`src/rtl/xw_pkg.sv`:
```
package xw_pkg;
   typedef enum logic [1:0] {
      KIND_READ  = 2'd0,
      KIND_WRITE = 2'd1,
      KIND_FETCH = 2'd2
   } acc_kind_e;

   localparam logic [1:0] FLT_NONE   = 2'd0;
   localparam logic [1:0] FLT_ABSENT = 2'd1;
   localparam logic [1:0] FLT_PRIV   = 2'd2;
   localparam logic [1:0] FLT_RDONLY = 2'd3;

   typedef enum logic [2:0] {
      ST_IDLE,
      ST_ROOT_RD,
      ST_LEAF_RD,
      ST_ROOT_WR,
      ST_LEAF_WR,
      ST_RESP
   } walk_st_e;

   localparam int unsigned BIT_P  = 0;
   localparam int unsigned BIT_W  = 1;
   localparam int unsigned BIT_U  = 2;
   localparam int unsigned BIT_CD = 4;
   localparam int unsigned BIT_A  = 5;
   localparam int unsigned BIT_D  = 6;
   localparam int unsigned BIT_L  = 7;
endpackage

```
`src/rtl/xw_entry_addr.sv`:
```
module xw_entry_addr #(
   parameter int unsigned ADDR_W = 32,
   parameter int unsigned IDX_W  = 10,
   parameter int unsigned ESZ_LG = 2
) (
   input  logic [ADDR_W-1:0] base,
   input  logic [IDX_W-1:0]  idx,
   output logic [ADDR_W-1:0] addr
);
   localparam int unsigned PAD_W = ADDR_W - IDX_W - ESZ_LG;
   logic [ADDR_W-1:0] scaled;
   assign scaled = {{PAD_W{1'b0}}, idx, {ESZ_LG{1'b0}}};
   assign addr   = base + scaled;
endmodule

```
`src/rtl/xw_perm_check.sv`:
```
module xw_perm_check
   import xw_pkg::*;
(
   input  logic       present,
   input  logic       writable,
   input  logic       user_ok,
   input  logic       is_write,
   input  logic       is_user,
   output logic [1:0] fault
);
   always_comb begin
      if (!present)                  fault = FLT_ABSENT;
      else if (is_user && !user_ok)  fault = FLT_PRIV;
      else if (is_write && !writable) fault = FLT_RDONLY;
      else                           fault = FLT_NONE;
   end
endmodule

```
`src/rtl/xw_pte_update.sv`:
```
module xw_pte_update
   import xw_pkg::*;
#(
   parameter int unsigned PTE_W = 32
) (
   input  logic [PTE_W-1:0] pte,
   input  logic             set_dirty,
   output logic [PTE_W-1:0] new_pte,
   output logic             changed
);
   always_comb begin
      new_pte = pte;
      new_pte[BIT_A] = 1'b1;
      if (set_dirty) new_pte[BIT_D] = 1'b1;
   end
   assign changed = (new_pte != pte);
endmodule

```
`src/rtl/xlat_walker.sv`:
```
module xlat_walker
   import xw_pkg::*;
#(
   parameter int unsigned ADDR_W   = 32,
   parameter int unsigned OFF_W    = 12,
   parameter int unsigned IDX_W    = 10,
   parameter bit          LARGE_EN = 1'b1
) (
   input  logic        clk,
   input  logic        rst_n,
   input  logic        xlat_en,
   input  logic [31:0] root_base,
   input  logic        req_valid,
   output logic        req_ready,
   input  logic [31:0] req_vaddr,
   input  logic [1:0]  req_kind,
   input  logic        req_user,
   output logic        rsp_valid,
   input  logic        rsp_ready,
   output logic [31:0] rsp_paddr,
   output logic [1:0]  rsp_fault,
   output logic        rsp_cacheable,
   output logic        mem_req,
   output logic        mem_we,
   output logic [31:0] mem_addr,
   output logic [31:0] mem_wdata,
   input  logic        mem_ack,
   input  logic [31:0] mem_rdata
);
   localparam int unsigned PTE_W  = ADDR_W;
   localparam int unsigned ESZ_LG = 2;
   localparam int unsigned LOFF_W = OFF_W + IDX_W;

   if (OFF_W + 2 * IDX_W != ADDR_W) begin : g_bad_split
      $error("address split does not cover the address width");
   end
   if (OFF_W <= BIT_L) begin : g_bad_off
      $error("offset too narrow for entry flag bits");
   end
   if (ADDR_W != 32) begin : g_bad_width
      $error("port width fixed at 32 bits");
   end

   walk_st_e          st_q;
   logic [ADDR_W-1:0] va_q, root_q, leaf_q, pa_q;
   logic              wr_q, user_q, large_q, cach_q;
   logic [1:0]        flt_q;

   logic [IDX_W-1:0]  ridx, lidx;
   logic [ADDR_W-1:0] leaf_base, root_addr, leaf_addr;
   logic              in_large;
   logic [1:0]        in_flt;
   logic [PTE_W-1:0]  in_new, root_new, leaf_new;
   logic              in_chg, root_chg, leaf_chg, in_dirty;
   logic [ADDR_W-1:0] pa_large, pa_small;

   assign ridx      = va_q[ADDR_W-1 -: IDX_W];
   assign lidx      = va_q[OFF_W +: IDX_W];
   assign leaf_base = {root_q[ADDR_W-1:OFF_W], {OFF_W{1'b0}}};

   xw_entry_addr #(.ADDR_W(ADDR_W), .IDX_W(IDX_W), .ESZ_LG(ESZ_LG)) u_root_ea (
      .base(root_base), .idx(ridx), .addr(root_addr));
   xw_entry_addr #(.ADDR_W(ADDR_W), .IDX_W(IDX_W), .ESZ_LG(ESZ_LG)) u_leaf_ea (
      .base(leaf_base), .idx(lidx), .addr(leaf_addr));

   if (LARGE_EN) begin : g_large
      assign in_large = mem_rdata[BIT_L];
   end else begin : g_no_large
      assign in_large = 1'b0;
   end

   xw_perm_check u_perm (
      .present (mem_rdata[BIT_P]),
      .writable(mem_rdata[BIT_W]),
      .user_ok (mem_rdata[BIT_U]),
      .is_write(wr_q),
      .is_user (user_q),
      .fault   (in_flt));

   assign in_dirty = wr_q && ((st_q == ST_LEAF_RD) || in_large);

   xw_pte_update #(.PTE_W(PTE_W)) u_upd_in (
      .pte(mem_rdata), .set_dirty(in_dirty), .new_pte(in_new), .changed(in_chg));
   xw_pte_update #(.PTE_W(PTE_W)) u_upd_root (
      .pte(root_q), .set_dirty(wr_q && large_q), .new_pte(root_new), .changed(root_chg));
   xw_pte_update #(.PTE_W(PTE_W)) u_upd_leaf (
      .pte(leaf_q), .set_dirty(wr_q), .new_pte(leaf_new), .changed(leaf_chg));

   assign pa_large = {mem_rdata[ADDR_W-1:LOFF_W], va_q[LOFF_W-1:0]};
   assign pa_small = {mem_rdata[ADDR_W-1:OFF_W], va_q[OFF_W-1:0]};

   always_comb begin
      req_ready = (st_q == ST_IDLE);
      rsp_valid = (st_q == ST_RESP);
      mem_req   = (st_q == ST_ROOT_RD) || (st_q == ST_LEAF_RD) ||
                  (st_q == ST_ROOT_WR) || (st_q == ST_LEAF_WR);
      mem_we    = (st_q == ST_ROOT_WR) || (st_q == ST_LEAF_WR);
      mem_addr  = ((st_q == ST_ROOT_RD) || (st_q == ST_ROOT_WR)) ? root_addr : leaf_addr;
      mem_wdata = (st_q == ST_ROOT_WR) ? root_new : leaf_new;
   end

   assign rsp_paddr     = pa_q;
   assign rsp_fault     = flt_q;
   assign rsp_cacheable = cach_q;

   always_ff @(posedge clk) begin
      if (!rst_n) begin
         st_q    <= ST_IDLE;
         va_q    <= '0;
         root_q  <= '0;
         leaf_q  <= '0;
         pa_q    <= '0;
         wr_q    <= 1'b0;
         user_q  <= 1'b0;
         large_q <= 1'b0;
         cach_q  <= 1'b0;
         flt_q   <= FLT_NONE;
      end else begin
         case (st_q)
            ST_IDLE: if (req_valid) begin
               va_q    <= req_vaddr;
               wr_q    <= (req_kind == KIND_WRITE);
               user_q  <= req_user;
               large_q <= 1'b0;
               if (!xlat_en) begin
                  pa_q   <= req_vaddr;
                  flt_q  <= FLT_NONE;
                  cach_q <= 1'b1;
                  st_q   <= ST_RESP;
               end else begin
                  st_q   <= ST_ROOT_RD;
               end
            end
            ST_ROOT_RD: if (mem_ack) begin
               root_q  <= mem_rdata;
               large_q <= in_large;
               if (in_flt != FLT_NONE) begin
                  pa_q   <= '0;
                  cach_q <= 1'b0;
                  flt_q  <= in_flt;
                  st_q   <= ST_RESP;
               end else if (in_large) begin
                  pa_q   <= pa_large;
                  cach_q <= !mem_rdata[BIT_CD];
                  flt_q  <= FLT_NONE;
                  st_q   <= in_chg ? ST_ROOT_WR : ST_RESP;
               end else begin
                  st_q   <= ST_LEAF_RD;
               end
            end
            ST_LEAF_RD: if (mem_ack) begin
               leaf_q <= mem_rdata;
               if (in_flt != FLT_NONE) begin
                  pa_q   <= '0;
                  cach_q <= 1'b0;
                  flt_q  <= in_flt;
                  st_q   <= ST_RESP;
               end else begin
                  pa_q   <= pa_small;
                  cach_q <= !mem_rdata[BIT_CD];
                  flt_q  <= FLT_NONE;
                  if (root_chg)    st_q <= ST_ROOT_WR;
                  else if (in_chg) st_q <= ST_LEAF_WR;
                  else             st_q <= ST_RESP;
               end
            end
            ST_ROOT_WR: if (mem_ack) begin
               st_q <= (!large_q && leaf_chg) ? ST_LEAF_WR : ST_RESP;
            end
            ST_LEAF_WR: if (mem_ack) begin
               st_q <= ST_RESP;
            end
            ST_RESP: if (rsp_ready) begin
               st_q <= ST_IDLE;
            end
            default: st_q <= ST_IDLE;
         endcase
      end
   end
endmodule

```
`config.mk`:
```
export PLATFORM = sky130hd
export DESIGN_NAME = xlat_walker
export DESIGN_NICKNAME = d
export VERILOG_FILES = /design/src/rtl/xw_pkg.sv /design/src/rtl/xw_entry_addr.sv /design/src/rtl/xw_perm_check.sv /design/src/rtl/xw_pte_update.sv /design/src/rtl/xlat_walker.sv
export SDC_FILE = /design/constraint.sdc
export NUM_CORES = 1
export LEC_CHECK = 0
export CAP_MARGIN = 25
export CORE_MARGIN = 2
export CORE_UTILIZATION = 52
export CTS_CLUSTER_DIAMETER = 200
export DETAILED_ROUTE_END_ITERATION = 16
export PLACE_DENSITY = 0.85
export SLEW_MARGIN = 20
export SYNTH_ARGS = -nofsm -noshare
export SYNTH_HDL_FRONTEND = slang
export SYNTH_SLANG_ARGS = --single-unit
```
`constraint.sdc`:
```
create_clock -name clk -period 7.96 [get_ports clk]
set_input_delay 1.592 -clock clk [delete_from_list [all_inputs] [get_ports clk]]
set_output_delay 1.592 -clock clk [all_outputs]
set_load 0.05 [all_outputs]
```
# Yosys cells after proc, flatten, opt, wreduce, memory -nomap -nowiden
# Index checks and enable logic that the tools add are counted.
[word_totals]
output_inout_bits = 103
word_cells = 104
input_bits = 105
ff_bits = 137
[classes]
n_eq_ne = 17
n_reduce_logical = 25
n_mux = 50
add_sub_neg = 2
[op_table]
columns = ["cell", "count"]
rows = [
  ["$mux 32", 9],
  ["$pmux 32 s3", 1],
  ["$add 32x12->32", 2],
  ["$mux 3", 12],
  ["$mux 2", 10],
  ["$pmux 3 s6", 1],
  ["$mux 1", 14],
  ["$ne 2x2->1 const B", 6],
  ["$reduce_and 6->1", 2],
  ["$eq 3x2->1 const B", 2],
  ["$eq 3x3->1 const B", 2],
  ["$logic_or 1x1->1", 6],
  ["$ne 2x2->1", 3],
  ["$pmux 2 s3", 1],
  ["$reduce_and 2->1", 3],
  ["$logic_and 1x1->1", 5],
  ["$logic_not 1->1", 4],
  ["$reduce_bool 2->1", 2],
  ["$eq 3x1->1 const B", 1],
  ["$logic_not 3->1", 1],
  ["$ne 3x2->1 const B", 1],
  ["$pmux 1 s3", 1],
  ["$reduce_and 3->1", 1],
  ["$reduce_bool 3->1", 1],
  ["other kinds (3)", 3],
]

# Logic depth before layout (Yosys ltp)
[logic_depth]
word_depth = 10
depth_mapped = 9
ltp_nobuf = 7

# Hierarchy
# Synthesis repeated with hierarchy kept, for this count alone.
[hier_totals]
cells_unflattened = 1126
area_unflattened_um2 = 9132.5
[by_module_without_submodules]
columns = ["module", "cells_each", "n_inst", "seq_area_each_um2", "area_each_um2"]
rows = [
  ["xlat_walker", 776, 1, 2742.6, 6587.6],
  ["xw_entry_addr at u_leaf_ea", 121, 1, 0.0, 879.6],
  ["xw_entry_addr at u_root_ea", 119, 1, 0.0, 879.6],
  ["xw_pte_update", 35, 3, 0.0, 251.5],
  ["xw_perm_check", 5, 1, 0.0, 31.3],
]

# Worst setup path after synthesis
# No wires, ideal clock.
[synth_timing]
path_type = "input -> output"
from = "in root_base[2]"
to = "out mem_addr[12]"
t_arrival_ns = 4.463
required_time_ns = 6.368
n_path_buf = 1
path_slack_ns = 1.905
path_stages = 7
cell_sequence = "ha_1 -> fa_1 -> a21oi_1 -> o211ai_1 -> a221oi_2 -> buf_2 -> o311ai_0"
[synth_between]
elab_chain_cells = 2
[synth_lines]
columns = ["item", "line", "source"]
rows = [
  ["start: declaration", "xlat_walker.sv:12", "input logic [31:0] root_base,"],
  ["$add 32x12->32", "xw_entry_addr.sv:13", "assign addr = base + scaled;"],
  ["$mux 32", "xlat_walker.sv:98", "mem_addr = ((st_q == ST_ROOT_RD) || (st_q == ST_ROOT_WR)) ? root_addr : leaf_addr;"],
  ["end: declaration", "xlat_walker.sv:25", "output logic [31:0] mem_addr,"],
]
# Every way passes these cells.

# Worst setup path after layout
[layout_timing]
from = "in root_base[2]"
to = "out mem_addr[22]"
# The elaborated chain is that of the path after synthesis.

==> impl_metrics.yaml <==
grt:
  grt_max_degree: 81
  grtUsageTotal: 0.3075
  grtUsageMet3: 0.06788
  grt_antenna_before_repair: 0
  busiest_layer: "met2"
  grt_overflow_total: 0
  grt_util_met1: 0.3952
  grt_pass1_vias: 7023
  grt_pass1_wl_um: 35920
  use_met2: 0.4891
placement:
  gp_congestion: 0.9263
  place_inst: 1267
  dp_hpwl_um: 15800
  io_buffers: 206
die:
  die_h_um: 121.6
  initial_core_util: 0.5386
  fp.coreArea_um2: 13350
  die_area_um2: 14780
  die_x_um: 121.6
  pin_count: 208
  rows: 42
job:
  drv_cap: 0
clock_network:
  cts_buffer_depth: 2
  clk_latency_ps: 410
  cts-root-buf: "clkbuf_16"
  numCtsBuffers: 17
  cts_setup_buffers: 0
  clock-sinks: 137
  ctsHoldBuffers: 0
  htreeDepth: 4
  ctsResizeCount: 0
  path_clk_slew_ps: 50
  cts_tree: "yes"
synth:
  ys_seq_area_frac: 0.3815
  ys.flop_type: "dfxtp_1"
  syn_avg_cell_area_um2: 7.576
  syn_area_um2: 7189
  synth_area_leader_cell: "dfxtp_1"
  syn_nets: 1065
  synth_enable_flop_cells: 0
  yosys.area.top_type_share: 0.3815
  yosysUniqueCellTypes: 64
  ys_async_sr_fraction: 0
  synth_area_leaders: "dfxtp_1 38%, nand2_1 12%, a21oi_1 8.1%"
  ys_ff_latch: 137
  synthCells: 949
  synth.yosys.warnings: 0
critical_path:
  start_kind: "input port"
  cp-end-kind: "primary output"
  cp.required_ps: 6370
  ff2ff_setup_slack_ps: 4870
  crit_chain: "clkdlybuf4s50_1 -> ha_1 -> fa_1 -> a21oi_1 -> o211ai_1 -> a221oi_2 -> o221ai_1 -> a211o_1 -> clkdlybuf4s50_1"
  slowest_delay_ps: 810
  cpLargestDelayFamily: "compound AO/OA/AOI/OAI gates"
  path_class: "input port to primary output"
  critPathArrivalTime_ps: 5130
  crit_top_cell: "clkdlybuf4s50_1"
  cp_max_fo: 14
  cp_num_buf_inv: 2
  crit_path_top_delay_cell: "a221oi_2"
drt:
  drcViolationCount: 0
  drt_iter0_markers: 1026
  dr.pass1.iters: 6
  vias: 7732
  viasPerCell: 5.957
  wl_um: 23260
  avgRoutedWirePerCell_um: 17.92
  ant_nets: 0
sta:
  setup_viol: 0
  rsz0062_at_grt: "no"
  slew_headroom: 0.3698
  finalHoldViolCount: 0
  finalCritPeriodShare: 0.8444
  fmax_mhz: 148.8
  fin_tns_setup_ps: 0
  slew_violations: 0
  finClkSkew_ps: 7.029
  worstMarginPinSlew_ps: 941.2
  layout_min_cycle_time_ps: 6721
min_path:
  hold_class: "flip-flop to flip-flop"
pwr:
  cellLeakagePower_nw: 3.534
  design_power_total_mw: 3.389
  power.density_nw_per_um2: 344.3
  vdd_drop_max_mv: 0.4271
run_status:
  status: "completed"
cells_and_area:
  final_nets: 1226
  layout_commonest_cell: "nand2_1"
  final_cell_mix: "237 x nand2_1, 206 x clkdlybuf4s50_1, 137 x dfxtp_1"
  instances_no_fill: 1298
  final_layout_size_suffix_gt1_frac: 0.07130
  fillCellCount: 1073
  syn_to_final_growth_pct: 36.91
  diodes: 0
[layer usage]
| layer | vias up | wire, µm |
|---|---|---|
| met3 | 60 | 2040 |
| met4 | 0 | 1010 |
| met2 | 403 | 10720 |
| met5 | - | 0 |
| met1 | 3576 | 9486 |
| li1 | 3693 | - |
[state kept, by name (all words and copies together) (netlist names)]
| signal | flops |
|---|---|
| large_q | 1 |
| leaf_q | 32 |
| root_q | 32 |
| rsp_cacheable | 1 |
| rsp_fault | 2 |
| rsp_paddr | 32 |
| st_q | 3 |
| user_q | 1 |
| va_q | 32 |
| wr_q | 1 |
[cells in the mapped netlist (4+ instances only)]
cell type / number
or4_1: 7
nand4_1: 9
a221oi_1: 34
nor4b_1: 4
and2_1: 8
nor3_1: 38
a21o_1: 4
inv_1: 11
or3_1: 9
and3_1: 7
a21oi_1: 116
a31oi_1: 12
nand4b_1: 7
xor2_1: 5
nor2_1: 53
clkbuf_1: 53
nor3b_1: 4
mux2_2: 30
nand2b_1: 6
xnor2_1: 4
dfxtp_1: 137
nand3_1: 20
buf_2: 21
o211ai_1: 6
nor4_1: 5
o21ai_0: 22
ha_1: 10
a22o_1: 12
nand2_1: 237
[through the flow]
stage,utilization,setup WS (ps),instance area (µm²),hold WS (ps)
finish,0.7374,1239,9843,450.2
global route,0.7374,1028,9843,466.3
global placement,0.6936,1350,9258,438.1
floorplan,-,1905,7189,432.9
detailed placement,0.6936,1290,9258,444.2
CTS,0.7374,1271,9843,451.7
[worst reg2reg max path: stages, from the launching register on]
cell and delay [ps]:
dfxtp_1 680, nor3b_2 870, and2_1 230, buf_4 370, a22o_1 190, buf_4 380
nor2_1 110, nor3_1 190
[final timing paths]
| path | start | end | cells after the start |
|---|---|---|---|
| worst min-delay path | leaf_q[4] | leaf_q[4] | 2 |
| worst max-delay path | root_base[2] | mem_addr[22] | 9 |
| worst max register to register | st_q[0] | rsp_paddr[19] | 7 |
| worst min register to register | leaf_q[4] | leaf_q[4] | 2 |
[final cells by class]
cell class,instances,area (µm²),area share
Clock buffer,21,460.4,0.04678
Clock inverter,10,125.1,0.01271
Inverter,12,47.55,0.004830
Multi-Input combinational cell,722,4080,0.4145
Sequential cell,137,2743,0.2786
Tap cell,176,220.2,0.02237
Timing Repair Buffer,220,2167,0.2202
[kinds of logic (layout without fill, tap and decap cells)]
family,Yosys count,count (layout),share of synthesized area
other,1,1,0.0005216
adders and majority gates,11,11,0.02019
buffers and inverters,90,263,0.05134
muxes,33,33,0.05117
AOI/OAI and AO/OA,240,240,0.2151
DFF,137,137,0.3815
and+or+nand+nor,428,428,0.2692
xor gates and xnor gates,9,9,0.01096
[where the power goes]
part / internal [mW] / total [mW] / leakage, nW / switching [mW]
Clock: 0.503 / 0.782 / 0.296 / 0.279
Combinational: 0.554 / 1.71 / 2.12 / 1.15
Sequential: 0.806 / 0.899 / 1.12 / 0.0934
Note: power is estimated with default switching activity, not from simulation.
